### config.mk
export PLATFORM = sky130hd
export DESIGN_NAME = ci_accel
export DESIGN_NICKNAME = d
export VERILOG_FILES = /design/src/rtl/ci_pkg.sv /design/src/rtl/ci_regfile.sv /design/src/rtl/ci_datapath.sv /design/src/rtl/ci_ctrl.sv /design/src/rtl/ci_accel.sv
export SDC_FILE = /design/constraint.sdc
export NUM_CORES = 2
export LEC_CHECK = 0
export BUFFER_PORTS_ARGS = -buffer_cell sky130_fd_sc_hd__buf_2
export CORE_MARGIN = 2
export CORE_UTILIZATION = 55
export CTS_BUF_LIST = sky130_fd_sc_hd__clkbuf_4 sky130_fd_sc_hd__clkbuf_8
export CTS_CLUSTER_DIAMETER = 120
export DETAILED_ROUTE_END_ITERATION = 10
export PLACE_DENSITY = 0.7
export REMOVE_ABC_BUFFERS = 1
export SLEW_MARGIN = 10
export SYNTH_ARGS = -nofsm -noshare
export SYNTH_HDL_FRONTEND = slang
export SYNTH_SLANG_ARGS = --single-unit
### constraint.sdc
create_clock -name clk -period 10.4 [get_ports clk]
set_clock_uncertainty 0.1 [all_clocks]
set_input_delay 1.04 -clock clk [delete_from_list [all_inputs] [get_ports clk]]
set_output_delay 1.04 -clock clk [all_outputs]
set_load 0.1 [all_outputs]
### src/rtl/ci_pkg.sv
package ci_pkg;
  localparam int FUNC_W = 8;
  localparam logic [FUNC_W-1:0] FN_ADD = 8'h00;
  localparam logic [FUNC_W-1:0] FN_MUL = 8'h01;
  localparam logic [FUNC_W-1:0] FN_ACC = 8'h02;

  typedef enum logic {ST_IDLE = 1'b0, ST_BUSY = 1'b1} ctl_state_t;
endpackage

### src/rtl/ci_regfile.sv
module ci_regfile #(
  parameter int XLEN  = 32,
  parameter int DEPTH = 32,
  localparam int IDX_W = $clog2(DEPTH)
) (
  input  logic             clk,
  input  logic             rst_n,
  input  logic             ce,
  input  logic [IDX_W-1:0] rd_idx_a,
  input  logic [IDX_W-1:0] rd_idx_b,
  output logic [XLEN-1:0]  rd_a,
  output logic [XLEN-1:0]  rd_b,
  input  logic             wr_en,
  input  logic [IDX_W-1:0] wr_idx,
  input  logic [XLEN-1:0]  wr_data
);
  logic [DEPTH-1:0][XLEN-1:0] regs;

  always_ff @(posedge clk or negedge rst_n) begin
    if (!rst_n)              regs <= '0;
    else if (ce && wr_en)    regs[wr_idx] <= wr_data;
  end

  assign rd_a = regs[rd_idx_a];
  assign rd_b = regs[rd_idx_b];

  AST_RF_WRITE: assert property (@(posedge clk) disable iff (!rst_n)
    (ce && wr_en) |=> regs[$past(wr_idx)] == $past(wr_data));
  AST_RF_FREEZE: assert property (@(posedge clk) disable iff (!rst_n)
    !ce |=> $stable(regs));
endmodule

### src/rtl/ci_datapath.sv
module ci_datapath
  import ci_pkg::*;
#(
  parameter int XLEN   = 32,
  parameter int ITER_W = 6
) (
  input  logic              clk,
  input  logic              rst_n,
  input  logic              load,
  input  logic              step,
  input  logic [FUNC_W-1:0] func_q,
  input  logic [XLEN-1:0]   opa_in,
  input  logic [XLEN-1:0]   opb_in,
  output logic [XLEN-1:0]   final_res
);
  logic [XLEN-1:0]   opa_q, opb_q, acc_q, sh_q;
  logic [ITER_W-1:0] left_q;
  logic [XLEN-1:0]   opa_n, opb_n, acc_n, sh_n;
  logic [ITER_W-1:0] left_n;
  logic [XLEN-1:0]   prod;

  always_comb begin
    opa_n = opa_q; opb_n = opb_q; acc_n = acc_q; sh_n = sh_q; left_n = left_q;
    if (load) begin
      opa_n  = opa_in;
      opb_n  = opb_in;
      acc_n  = '0;
      sh_n   = opa_in;
      left_n = opb_in[ITER_W-1:0];
    end else if (step && left_q != '0) begin
      acc_n  = acc_q + sh_q;
      sh_n   = sh_q << 1;
      left_n = left_q - 1'b1;
    end
  end

  always_ff @(posedge clk or negedge rst_n) begin
    if (!rst_n) begin
      opa_q <= '0; opb_q <= '0; acc_q <= '0; sh_q <= '0; left_q <= '0;
    end else begin
      opa_q <= opa_n; opb_q <= opb_n; acc_q <= acc_n; sh_q <= sh_n; left_q <= left_n;
    end
  end

  assign prod = opa_q * opb_q;

  always_comb begin
    case (func_q)
      FN_ADD:  final_res = opa_q + opb_q;
      FN_MUL:  final_res = prod;
      FN_ACC:  final_res = (left_q != '0) ? acc_q + sh_q : acc_q;
      default: final_res = '0;
    endcase
  end

  AST_OPS_HELD: assert property (@(posedge clk) disable iff (!rst_n)
    !load |=> $stable(opa_q) && $stable(opb_q));
  AST_ITER_DOWN: assert property (@(posedge clk) disable iff (!rst_n)
    (!load && !step) |=> $stable(left_q) && $stable(acc_q));
endmodule

### src/rtl/ci_ctrl.sv
module ci_ctrl
  import ci_pkg::*;
#(
  parameter int XLEN    = 32,
  parameter int IDX_W   = 5,
  parameter int ITER_W  = 6,
  parameter int MUL_LAT = 3
) (
  input  logic              clk,
  input  logic              rst_n,
  input  logic              ce,
  input  logic              go,
  input  logic [FUNC_W-1:0] func,
  input  logic [ITER_W-1:0] iter_k,
  input  logic              dst_ext,
  input  logic [IDX_W-1:0]  idx_d,
  input  logic [XLEN-1:0]   final_res,
  output logic              load,
  output logic              step,
  output logic [FUNC_W-1:0] func_q,
  output logic              wr_en,
  output logic [IDX_W-1:0]  wr_idx,
  output logic              fin,
  output logic [XLEN-1:0]   res
);
  ctl_state_t        state_q, state_n;
  logic [ITER_W-1:0] cnt_q, cnt_n, lat_m1;
  logic              fin_n, dext_q, dext_n;
  logic [XLEN-1:0]   res_n;
  logic [FUNC_W-1:0] func_n;
  logic [IDX_W-1:0]  idx_q, idx_n;
  logic              last;

  always_comb begin
    case (func)
      FN_MUL:  lat_m1 = ITER_W'(MUL_LAT - 1);
      FN_ACC:  lat_m1 = (iter_k == '0) ? '0 : iter_k - 1'b1;
      default: lat_m1 = '0;
    endcase
  end

  assign load  = ce && go && (state_q == ST_IDLE);
  assign step  = ce && (state_q == ST_BUSY);
  assign last  = (state_q == ST_BUSY) && (cnt_q == '0);
  assign wr_en = last && !dext_q;
  assign wr_idx = idx_q;

  always_comb begin
    state_n = state_q; cnt_n = cnt_q; fin_n = 1'b0; res_n = res;
    func_n = func_q; dext_n = dext_q; idx_n = idx_q;
    case (state_q)
      ST_IDLE: if (go) begin
        state_n = ST_BUSY;
        cnt_n   = lat_m1;
        func_n  = func;
        dext_n  = dst_ext;
        idx_n   = idx_d;
      end
      ST_BUSY: if (cnt_q == '0) begin
        state_n = ST_IDLE;
        fin_n   = 1'b1;
        res_n   = final_res;
      end else begin
        cnt_n = cnt_q - 1'b1;
      end
      default: state_n = ST_IDLE;
    endcase
  end

  always_ff @(posedge clk or negedge rst_n) begin
    if (!rst_n) begin
      state_q <= ST_IDLE; cnt_q <= '0; fin <= 1'b0; res <= '0;
      func_q <= '0; dext_q <= 1'b0; idx_q <= '0;
    end else if (ce) begin
      state_q <= state_n; cnt_q <= cnt_n; fin <= fin_n; res <= res_n;
      func_q <= func_n; dext_q <= dext_n; idx_q <= idx_n;
    end
  end

  AST_DONE_PULSE: assert property (@(posedge clk) disable iff (!rst_n)
    (fin && ce) |=> !fin);
  AST_RES_HOLD: assert property (@(posedge clk) disable iff (!rst_n)
    (state_q == ST_IDLE) |=> $stable(res));
  AST_CE_FREEZE: assert property (@(posedge clk) disable iff (!rst_n)
    !ce |=> $stable(state_q) && $stable(cnt_q) && $stable(fin) && $stable(res));
  AST_MUL_START: assert property (@(posedge clk) disable iff (!rst_n)
    (load && func == FN_MUL) |=> (state_q == ST_BUSY) && (cnt_q == ITER_W'(MUL_LAT - 1)));
  AST_NO_REISSUE: assert property (@(posedge clk) disable iff (!rst_n)
    (state_q == ST_BUSY) |-> !go);
endmodule

### src/rtl/ci_accel.sv
module ci_accel
  import ci_pkg::*;
#(
  parameter int XLEN     = 32,
  parameter int RF_DEPTH = 32,
  parameter int ITER_W   = 6,
  parameter int MUL_LAT  = 3,
  localparam int IDX_W   = $clog2(RF_DEPTH)
) (
  input  logic              clk,
  input  logic              rst_n,
  input  logic              ce,
  input  logic              go,
  input  logic [FUNC_W-1:0] func,
  input  logic [XLEN-1:0]   op_a_ext,
  input  logic [XLEN-1:0]   op_b_ext,
  input  logic [IDX_W-1:0]  idx_a,
  input  logic [IDX_W-1:0]  idx_b,
  input  logic [IDX_W-1:0]  idx_d,
  input  logic              sel_a_ext,
  input  logic              sel_b_ext,
  input  logic              dst_ext,
  output logic              fin,
  output logic [XLEN-1:0]   res
);
  logic [XLEN-1:0]   ext_op [2];
  logic [XLEN-1:0]   loc_op [2];
  logic [XLEN-1:0]   opnd   [2];
  logic              sel    [2];
  logic              load, step, wr_en;
  logic [IDX_W-1:0]  wr_idx;
  logic [FUNC_W-1:0] func_q;
  logic [XLEN-1:0]   final_res;

  assign ext_op[0] = op_a_ext;
  assign ext_op[1] = op_b_ext;
  assign sel[0]    = sel_a_ext;
  assign sel[1]    = sel_b_ext;

  for (genvar g = 0; g < 2; g++) begin : g_src
    assign opnd[g] = sel[g] ? ext_op[g] : loc_op[g];
  end

  ci_regfile #(.XLEN(XLEN), .DEPTH(RF_DEPTH)) u_rf (
    .clk(clk), .rst_n(rst_n), .ce(ce),
    .rd_idx_a(idx_a), .rd_idx_b(idx_b), .rd_a(loc_op[0]), .rd_b(loc_op[1]),
    .wr_en(wr_en), .wr_idx(wr_idx), .wr_data(final_res)
  );

  ci_datapath #(.XLEN(XLEN), .ITER_W(ITER_W)) u_dp (
    .clk(clk), .rst_n(rst_n), .load(load), .step(step), .func_q(func_q),
    .opa_in(opnd[0]), .opb_in(opnd[1]), .final_res(final_res)
  );

  ci_ctrl #(.XLEN(XLEN), .IDX_W(IDX_W), .ITER_W(ITER_W), .MUL_LAT(MUL_LAT)) u_ctl (
    .clk(clk), .rst_n(rst_n), .ce(ce), .go(go), .func(func),
    .iter_k(opnd[1][ITER_W-1:0]), .dst_ext(dst_ext), .idx_d(idx_d),
    .final_res(final_res), .load(load), .step(step), .func_q(func_q),
    .wr_en(wr_en), .wr_idx(wr_idx), .fin(fin), .res(res)
  );

  AST_SRC_A: assert property (@(posedge clk) disable iff (!rst_n)
    (load && !sel_a_ext) |-> opnd[0] == loc_op[0]);
endmodule

# Word level (Yosys, flattened, before mapping)
# Cells that the tools add are included.
# totals
out_inout_bits	33
elab_cells	105
in_bits	94
reg_bits	1212
# op_classes
add_sub_neg	5
bitwise_logic	1
reduce_logical	17
multipliers	1
order_cmp	4
n_eq_ne	6
n_mux	27
# ops
operator	count
bitwise mux 1024 bit	1
binary-select mux 32 bit (select 5 bit)	2
two-way mux 32 bit	10
demux 32 bit (select 5 bit)	1
case mux 32 bit (3 select lines)	1
adder 32 bit	2
multiplier 32 x 32 -> 32 bit	1
two-way mux 6 bit	5
case mux 6 bit (2 select lines)	2
less-than comparator 5 x 6 -> 1 bit, second input constant	3
subtractor 6 x 1 -> 6 bit, second input constant	3
equality test 8 x 1 -> 1 bit, second input constant	2
equality test 8 x 2 -> 1 bit, second input constant	2
logical NOT 6 bit	2
AND reduction 3 bit	3
logical AND 1 bit	8
logical NOT 8 bit	1
nonzero test 6 bit	1
>= comparator 5 x 1 -> 1 bit, second input constant	1
two-way mux 1 bit	4
inequality test 2 bit, second input constant	2
case mux 1 bit (2 select lines)	1
nonzero test 2 bit	1
logical NOT 1 bit	1
NOT 1 bit	1

# Logic depth before layout (Yosys ltp)
# depth
word_depth	8
ltp_mapped	29
depth_no_buf	26

# Cells and area by module
# A second synthesis with hierarchy kept.
# unflattened
cells_unflattened	7704
area_unflattened_um2	84526.1
# by_module_without_submodules
mod	instances	seq_area_each_um2	area_each_um2	cells_each
ci_regfile	1	25624.6	56123.8	4612
ci_datapath	1	3353.2	24907.6	2813
ci_ctrl	1	1351.3	2406.1	207
ci_accel	1	0.0	1088.5	72

# Worst setup path before layout
# No wires, ideal clock.
# synth_path
kind	register to register
startpoint	reg u_dp.opb_q[3]
endpoint	reg u_ctl.res[29]
setup_slack_ps	3088
required_ps	10175
setup_ps	125
arrival_time_ps	7087
n_path_buf	3
period_less_slack_ps	7312
stages_incl_launch_ff	25
path_cell_list	dfrtp_1 > clkbuf_1 > clkbuf_1 > and2_1 > fa_1 > inv_1 > fa_1 > fa_1 > fa_1 > inv_1 > fa_1 > fa_1 > fa_1 > fa_1 > ha_1 > a211oi_1 > o21bai_1 > a21o_1 > a21oi_1 > a21oi_1 > or3_1 > a32oi_1 > o221ai_2 > buf_6 > mux2_2
# synth_via
elab_chain_len	2
elab_cells_between_ends	3
classes_between	1 x add/sub; 1 x mul; 1 x mux
# synth_lines
item	line	rtl
start: declaration	ci_datapath.sv:16	logic [XLEN-1:0] opa_q, opb_q, acc_q, sh_q;
start signal: assignment	ci_datapath.sv:41	opa_q <= opa_n; opb_q <= opb_n; acc_q <= acc_n; sh_q <= sh_n; left_q <= left_n;
multiplier 32 x 32 -> 32 bit or adder 32 bit (tied branches)	ci_datapath.sv:45, ci_datapath.sv:49	
case mux 32 bit (3 select lines) *	ci_datapath.sv:48	case (func_q)
end signal: assignment	ci_ctrl.sv:75	state_q <= state_n; cnt_q <= cnt_n; fin <= fin_n; res <= res_n;
end: declaration	ci_ctrl.sv:24	output logic [XLEN-1:0] res
# Every way passes the cells marked *; elsewhere a longest branch is shown, timed or not.
# A chain may end at the register's enable or synchronous reset.

# Worst setup path in the final report
# layout_path
startpoint	reg u_dp.opb_q[9]
endpoint	reg u_rf.regs[888] (netlist bit)
# layout_via
elab_chain_len	3
elab_cells_between_ends	4
classes_between	1 x add/sub; 1 x mul; 2 x mux
# layout_lines
item	line	rtl
multiplier 32 x 32 -> 32 bit or adder 32 bit (tied branches)	ci_datapath.sv:45, ci_datapath.sv:49	
case mux 32 bit (3 select lines) *	ci_datapath.sv:48	
bitwise mux 1024 bit *	ci_regfile.sv:21	else if (ce && wr_en) regs[wr_idx] <= wr_data;
end signal: indexed assignment	ci_regfile.sv:21	
end: declaration	ci_regfile.sv:17	logic [DEPTH-1:0][XLEN-1:0] regs;
# Marks and branches as above.

==> metrics.yaml <==
outcome: "finished with violations"
violations: "DRC"
syn2layout_area_growth_pct: 8.65
synth_mux_area_share_pct: 19.5
highest_layer: "met5"
track_usage_pct: 33.7
drt_iter0_drc: 7028
dr_wl_met2_um: 113000
end_kind: "flop"
critPathRequiredTime_ns: 11.07
p_per_area_nw_per_um2: 177
drc: 16
grt_pass1_wl_um: 371000
p_leak_nw: 39.1
hold_violations: 0
worst_ir_drop_vdd_uv: 136
maxSlewHeadroom_pct: 11.1
cp.arrival_ns: 9.80
maxCapViolCount: 0
vias: 59800
rsz0062_at_grt: "no"
clkSinkCount: 1212
critPathLaunchType: "flop"
synth-simple-area-share_pct: 11.6
cts_tree: "built"
reg2reg_to: "u_rf.regs[888]"
drt-total-wl_um: 243000
n_fill_cell: 11600
reg2reg_from: "u_dp.opb_q[9]"
drt-vias-per-instance: 6.37
core_um2: 144000
critical_path_class: "flop to flop"
fmax_ghz: 0.109
synth-compound-area-share_pct: 10.8
synth_ff_type: "dfrtp_1"
portBuffers: 126
finalWeightedCongestion: 0.964
clockBufferDepth: 3
timing.reg2reg.worst_path_depth: 24
overflow: 0
synth_xor_area_share_pct: 1.63
setup_ws_ns: 1.26
yosys-top-cells-area: "dfrtp_1, mux4_2, fa_1"
ys_warn_count: 0
row_count: 139
die-area_um2: 148000
nets: 7995
drv_slew: 0
cts_resized: 0
final_layout_size_suffix_gt1_share_pct: 19.5
synthAdderAreaFrac_pct: 13.3
dr_wl_met3_um: 25500
grt_antenna_before_repair: 12
crit_fanout: 27
final_cell_mix: "dfrtp_1, nand2_1, o21ai_0"
ios: 127
cts.root.buffer_cell: "clkbuf_8"
wl_per_cell_um: 25.9
clk_pin_slew_ns: 0.06
initial_core_util_pct: 55.4
grt_max_degree: 167
synth_edf_count: 0
total_power_mw: 15.3
post-place-ws_ns: 1.50
place_hpwl_um: 157000
async_reset_ff_share_pct: 100
final_common_cell: "dfrtp_1"
synth-seq-cells: 1212
ant_nets: 0
drt_pass1_iterations: 11
postCtsHoldBufs: 0
die_y_um: 384
r2r_slack_ns: 1.26
ys_types: 81
worstSkewPairLatency_ns: 0.95
synth_cells: 7420
synth_top_family_by_area: "multiplexers"
first_global_vias: 60300
ys_seq_area_share_pct: 38.1
h-tree-depth: 4
tightest_slew_ns: 1.33
syn_area_um2: 79600
holdCritPathClass: "primary input to asynchronous set/reset pin"
die_w_um: 384
wl_met1_um: 94900
numCtsBuffers: 200
avgSynthCellArea_um2: 10.7
yosysTopAreaCell: "dfrtp_1"
synth_top_cell_area_share_pct: 38.1
fin_crit_sh_pct: 87.9
period_needed_ns: 9.14
finalSetupViolCount: 0
timing.setup.tns_ns: 0
postCtsSetupBuffers: 0
==> flip-flops by register name, indices dropped and copies added, names as in the netlist, 5 cells and up <==
signal / count
u_rf.regs: 1024
u_dp.acc_q: 32
u_ctl.wr_idx: 5
u_dp.opb_q: 32
u_ctl.res: 32
u_dp.sh_q: 32
u_ctl.cnt_q: 6
u_dp.left_q: 6
u_dp.opa_q: 32
u_ctl.func_q: 8
==> cells by family after synthesis <==
family          count (synthesis)
fa+ha+maj                     599
simple gates                 2165
mux                           748
buf+inv                      1015
compound gates               1534
flops                        1212
xor+xnor                      147
==> cell type report <==
cell class | instances | area [µm²] | share of cell area [%]
tap | 1903 | 2380 | 2.75
sequential | 1212 | 30300 | 35.1
antenna | 8 | 20.0 | 0.0232
clock inverter | 37 | 428 | 0.495
timing repair buffer | 287 | 2010 | 2.33
clock buffer | 328 | 4150 | 4.79
multi-input combinational | 5193 | 45600 | 52.8
inverter | 408 | 1530 | 1.77
==> through the flow <==
step,cell area [µm²],utilization (%),instances,hold WS (ns)
floorplan,77100,-,6813,0.346
global placement,81900,57.0,9002,0.357
detailed placement,81900,57.0,9002,0.367
CTS,86400,60.2,9367,0.0694
global route,86500,60.2,9372,0.119
finish,86500,60.2,9376,0.0635
==> where the power goes <==
part | internal, mW | leakage [nW] | switching [mW]
registers | 4.92 | 16.8 | 0.470
logic | 1.91 | 19.9 | 3.29
clock network | 2.68 | 2.43 | 2.05
total | 9.51 | 39.1 | 5.81
==> worst max-delay path by stage <==
stage | slack, ns | from | endpoint
finish | 1.26 | u_dp.opb_q[9] | u_rf.regs[888]
global route | 0.83 | u_dp.opa_q[8] | u_rf.regs[984]
CTS | 1.42 | u_dp.opa_q[8] | u_rf.regs[888]
detailed placement | 1.50 | u_dp.opa_q[8] | u_rf.regs[984]
global placement | 1.55 | u_dp.opa_q[8] | u_rf.regs[856]
floorplan | 1.91 | u_dp.opb_q[2] | u_ctl.res[24]
==> cell usage after synthesis (31+ instances only) <==
cell type,number
buf_1,55
inv_1,408
buf_2,66
ha_1,189
xor2_1,46
mux2_2,35
a21oi_1,565
nor2_1,632
a21oi_2,33
clkbuf_1,472
xnor2_1,100
dfrtp_1,1212
mux4_2,640
nand2_1,1079
a21o_1,73
and2_1,286
nand3_1,57
a221o_1,31
fa_1,410
mux2i_1,73
o21ai_0,680
==> per-layer routing <==
metal | track usage [%] | vias up
met5 | 0 | -
met4 | 13.1 | 6
met3 | 7.79 | 570
met2 | 52.6 | 3097
met1 | 46.3 | 30600
li1 | - | 25500
==> worst max-delay path, stage by stage, from the launching register on <==
cell	delay, ns
dfrtp_1	1.02
ha_1	0.42
inv_1	0.15
fa_1	0.40
inv_1	0.08
fa_1	0.43
fa_1	0.54
inv_1	0.06
fa_1	0.47
inv_1	0.05
fa_1	0.49
fa_1	0.56
fa_1	0.43
fa_1	0.48
ha_1	0.39
a21o_1	0.20
a21o_1	0.18
a21oi_1	0.26
nand2_1	0.08
o21ai_0	0.20
xor2_1	0.30
o21ai_0	0.19
a211oi_4	1.07
buf_4	0.31
a21oi_1	0.08
Note: power is estimated with default switching activity, not from simulation.
